**config.mk**
```make
export PLATFORM = sky130hd
export DESIGN_NAME = pc_branch_unit
export DESIGN_NICKNAME = d
export VERILOG_FILES = /design/src/rtl/pcu_pkg.sv /design/src/rtl/pcu_cond_eval.sv /design/src/rtl/pcu_next_pc.sv /design/src/rtl/pcu_pc_reg.sv /design/src/rtl/pc_branch_unit.sv
export SDC_FILE = /design/constraint.sdc
export NUM_CORES = 1
export LEC_CHECK = 0
export CAP_MARGIN = 20
export CORE_MARGIN = 10
export CORE_UTILIZATION = 29
export DETAILED_ROUTE_END_ITERATION = 10
export DONT_BUFFER_PORTS = 1
export MAX_ROUTING_LAYER = met4
export PLACE_DENSITY = 0.52
export SYNTH_ARGS = -nofsm -noshare
export SYNTH_HDL_FRONTEND = slang
export SYNTH_SLANG_ARGS = --single-unit
```
**constraint.sdc**
```tcl
create_clock -name clk -period 2.7 [get_ports clk]
set_input_delay 0.135 -clock clk [delete_from_list [all_inputs] [get_ports clk]]
set_output_delay 0.135 -clock clk [all_outputs]
set_load 0.01 [all_outputs]
```
**src/rtl/pcu_pkg.sv**
```systemverilog
package pcu_pkg;
  typedef enum logic [1:0] {
    CC_EQ = 2'b00,
    CC_NE = 2'b01,
    CC_GT = 2'b10,
    CC_GE = 2'b11
  } cc_e;
endpackage

```
**src/rtl/pcu_cond_eval.sv**
```systemverilog
module pcu_cond_eval
  import pcu_pkg::*;
(
  input  logic [1:0] cc,
  input  logic       zf,
  input  logic       nf,
  output logic       holds
);
  cc_e code;
  assign code = cc_e'(cc);

  function automatic logic judge(input cc_e c, input logic z, input logic n);
    case (c)
      CC_EQ:   return z;
      CC_NE:   return !z;
      CC_GT:   return !z && !n;
      default: return !n;
    endcase
  endfunction

  always_comb holds = judge(code, zf, nf);
endmodule

```
**src/rtl/pcu_next_pc.sv**
```systemverilog
module pcu_next_pc #(
  parameter int PC_W  = 8,
  parameter int OFS_W = 8
) (
  input  logic [PC_W-1:0]  cur_pc,
  input  logic [OFS_W-1:0] disp,
  input  logic             redirect,
  output logic [PC_W-1:0]  seq_pc,
  output logic [PC_W-1:0]  tgt_pc,
  output logic [PC_W-1:0]  nxt_pc
);
  function automatic logic [PC_W-1:0] widen(input logic [OFS_W-1:0] d);
    return PC_W'($signed(d));
  endfunction

  function automatic logic [PC_W-1:0] bump(input logic [PC_W-1:0] p);
    return p + PC_W'(1);
  endfunction

  always_comb begin
    seq_pc = bump(cur_pc);
    tgt_pc = seq_pc + widen(disp);
    nxt_pc = redirect ? tgt_pc : seq_pc;
  end
endmodule

```
**src/rtl/pcu_pc_reg.sv**
```systemverilog
module pcu_pc_reg #(
  parameter int PC_W = 8,
  parameter logic [PC_W-1:0] START = '0
) (
  input  logic            clk,
  input  logic            rst,
  input  logic [PC_W-1:0] d,
  output logic [PC_W-1:0] q
);
  always_ff @(posedge clk) begin
    if (rst) q <= START;
    else     q <= d;
  end
endmodule

```
**src/rtl/pc_branch_unit.sv**
```systemverilog
module pc_branch_unit #(
  parameter int PC_W  = 8,
  parameter int OFS_W = 8
) (
  input  logic             clk,
  input  logic             rst,
  input  logic             jump_req,
  input  logic             branch_req,
  input  logic [1:0]       cond_code,
  input  logic [OFS_W-1:0] offset,
  input  logic             flag_zero,
  input  logic             flag_neg,
  output logic [PC_W-1:0]  pc
);
  logic            cond_ok;
  logic            branch_hit;
  logic            redirect;
  logic [PC_W-1:0] seq_pc;
  logic [PC_W-1:0] tgt_pc;
  logic [PC_W-1:0] nxt_pc;

  pcu_cond_eval u_cond (
    .cc    (cond_code),
    .zf    (flag_zero),
    .nf    (flag_neg),
    .holds (cond_ok)
  );

  assign branch_hit = branch_req && cond_ok;
  assign redirect   = jump_req || branch_hit;

  pcu_next_pc #(.PC_W(PC_W), .OFS_W(OFS_W)) u_next (
    .cur_pc   (pc),
    .disp     (offset),
    .redirect (redirect),
    .seq_pc   (seq_pc),
    .tgt_pc   (tgt_pc),
    .nxt_pc   (nxt_pc)
  );

  pcu_pc_reg #(.PC_W(PC_W)) u_reg (
    .clk (clk),
    .rst (rst),
    .d   (nxt_pc),
    .q   (pc)
  );
endmodule

```
==> results.py <==
metrics = {
    "sta": {
        "fin_setup_tns_ns": 0,
        "fin_worst_skew_ns": 0.000921,
        "relSlewSlack": 0.783,
        "report.final.slew_viol_count": 0,
        "final_min_period_over_clock_period": 0.937,
        "max_freq_mhz": 395,
        "timing_hold_violations_final": 0,
        "grt_setup_unrepaired": "false",
        "fin_crit_ns": 2.53,
        "worstMarginPinSlew_ns": 0.324,
        "report.final.setup_viol": 0,
    },
    "finish": {
        "layout.cells.non_filler": 121,
        "area_growth_syn_to_layout_pct": 8.83,
        "biggestRegsByFlops": "u_reg.q x8",
        "layout.nets": 119,
        "layout_common_cells": "9 x sky130_fd_sc_hd__ha_1, 8 x sky130_fd_sc_hd__nor2_1, 8 x sky130_fd_sc_hd__dfxtp_1, 7 x sky130_fd_sc_hd__xnor2_1, 5 x sky130_fd_sc_hd__nand3_1",
        "mostFrequentLayoutCell": "sky130_fd_sc_hd__ha_1",
        "share_of_final_layout_standard_cells_stronger_than_drive_strength_1": 0.154,
        "regMostFlops": "u_reg.q",
        "largest_register_ffs": 8,
        "num_antenna_cells": 0,
        "finish.instance_area_um2": 863,
    },
    "worst_setup_path": {
        "timing.critical_path.slowest_cell_delay_ns": 0.42,
        "cp-end-kind": "flip-flop",
        "timing.critical_path.from_type": "flip-flop",
        "timing.critical_path.max_delay_family": "adder cells",
        "cp.arrival_ns": 2.66,
        "worst-endpoint-required_ns": 2.83,
        "critPathSlowestCell": "sky130_fd_sc_hd__dfxtp_1",
        "worstPathBufferInverterCount": 0,
        "timing_worst_setup_path_type": "flip-flop to flip-flop",
        "cell_mode_on_critical_path": "sky130_fd_sc_hd__ha_1",
        "cp_cell_sequence": "ha_1 > nand3_1 > xnor2_1 > ha_1 > and2_4 > a311o_1 > a21oi_2 > xor2_1 > o22ai_1",
        "critical_path.max_fanout": 7,
    },
    "synth": {
        "ys.flop_type": "sky130_fd_sc_hd__dfxtp_1",
        "async_reset_ff_frac": 0,
        "syn_area_um2": 793,
        "synthCells": 87,
        "avgSynthCellArea_um2": 9.12,
        "post_synthesis_cell_type_count": 38,
        "synthesis.nets": 113,
        "synth_seq_area_share": 0.202,
        "ys_seq_elements": 8,
        "synth_edf_count": 0,
        "number_of_warnings_issued_by_yosys": 0,
    },
    "hold_path": {
        "hp-class": "primary input to flip-flop",
    },
    "clock_tree": {
        "clk_root_buffer_cell": "sky130_fd_sc_hd__clkbuf_4",
        "latest_clock_arrival_within_the_worst_skew_pair_ns": 0.25,
        "tritoncts_num_sinks": 8,
        "clk_transition_reported_paths_ns": 0.05,
        "tritoncts.num_buffers": 3,
        "cts_tree": "built",
        "post_cts.resized_instances": 0,
        "htree_num_levels": 1,
        "cts_buffer_depth": 2,
        "post_cts_buffers": 0,
    },
    "route": {
        "via_per_inst": 5.38,
        "wl_um": 1850,
        "ant_nets_after_route": 0,
        "routedWlPerCell_um": 15.3,
        "drtPass1Iterations": 4,
        "vias": 651,
        "drc": 0,
        "drt_iter0_markers": 39,
    },
    "power": {
        "max-vdd-ir-drop_mv": 0.395,
        "p_per_area_mw_per_mm2": 903,
        "power.leakage_nw": 0.371,
    },
    "floorplanning": {
        "chipWidth_um": 72.3,
        "design.die.area_mm2": 0.00523,
        "dieHeight_um": 72.3,
        "placeableCoreArea_mm2": 0.00254,
        "fp_rows": 18,
        "floorplan.io_pins": 24,
        "start_util": 0.312,
    },
    "run_status": {
        "status": "complete, no violations",
    },
    "global_route": {
        "grt_pass1_wl_um": 3080,
        "grt_use_total": 0.0748,
        "grt_remaining_overflow": 0,
        "via_count_of_the_first_global_routing_pass": 673,
        "grt_max_degree": 11,
        "grt_antenna_before_repair": 0,
    },
    "placed_design": {
        "area_of_placed_instances_um2": 831,
        "dpl.cell_count": 117,
        "place.gp.congestion": 0.752,
        "port_buffers": 0,
        "post-dp-hpwl_um": 1590,
    },
    "flow_run": {
        "drv.max_cap_violation_count": 0,
    },
}
==> per-layer routing <==
metal  part of all wire  track usage  routed length, um
met5                  0            -                  0
met4              0.028       0.0516                 52
met3              0.090       0.0231                167
met2               0.45        0.112                841
met1               0.43       0.0831                793
==> logic make-up after synthesis <==
logic type / after synthesis / synth area share
compound gates: 21 / 0.222
xor+xnor: 11 / 0.121
fa+ha+maj: 10 / 0.167
buf+inv: 5 / 0.0331
flops: 8 / 0.202
mux: 4 / 0.0505
simple gates: 28 / 0.203
==> what timing repair did <==
action,in CTS,in global routing
hold endpoints to repair,7,0
hold buffers,1,0
setup endpoints to repair,0,0
==> synthesized netlist by cell type, types with 2 or more instances <==
cell                       count  area, um^2
sky130_fd_sc_hd__ha_1          9         113
sky130_fd_sc_hd__inv_1         3        11.3
sky130_fd_sc_hd__o21bai_1      2        15.0
sky130_fd_sc_hd__nand4_1       3        18.8
sky130_fd_sc_hd__a211oi_1      2        15.0
sky130_fd_sc_hd__dfxtp_1       8         160
sky130_fd_sc_hd__a21oi_1       2        10.0
sky130_fd_sc_hd__nand3_1       5        25.0
sky130_fd_sc_hd__mux2i_1       4        40.0
sky130_fd_sc_hd__a21o_1        2        15.0
sky130_fd_sc_hd__nor2_1        8        30.0
sky130_fd_sc_hd__xnor2_1       7        61.3
sky130_fd_sc_hd__o21ai_0       2        10.0
sky130_fd_sc_hd__nor2b_1       2        12.5
sky130_fd_sc_hd__nand2b_1      2        12.5
sky130_fd_sc_hd__xor2_1        4        35.0
==> stage by stage <==
step	worst slack (ns)	power, W	util	hold slack (ns)
floorplan	0.470	0.000604	-	0.361
global placement	0.203	0.000684	0.326	0.208
detailed placement	0.202	0.000689	0.326	0.211
CTS	0.171	0.000785	0.339	0.0148
global route	0.0123	0.000858	0.339	0.00893
finish	0.169	0.000780	0.339	0.0197
==> report_power, final <==
part	total [W]	switching, W	leakage [nW]	internal (W)
Combinational	0.000474	0.000247	0.291	0.000227
Clock	0.0000874	0.0000368	0.0138	0.0000506
Sequential	0.000219	0.0000590	0.0664	0.000160
Total	0.000780	0.000343	0.371	0.000437
==> cell type report <==
type | instances | area, um^2
Clock buffer | 3 | 22.5
Timing Repair Buffer | 3 | 25.0
Fill cell | 278 | 1680
Multi-Input combinational cell | 74 | 607
Tap cell | 30 | 37.5
Sequential cell | 8 | 160
Inverter | 3 | 11.3
==> final timing paths <==
check | from | endpoint | slack (ns) | depth (start not counted)
setup / recovery | u_reg.q[0] | u_reg.q[6] | 0.17 | 9
hold / removal | rst | u_reg.q[5] | 0.02 | 1
setup reg to reg | u_reg.q[0] | u_reg.q[6] | 0.17 | 9
hold reg to reg | u_reg.q[0] | u_reg.q[0] | 0.65 | 3
No activity file was read; power rests on OpenSTA's default activity.
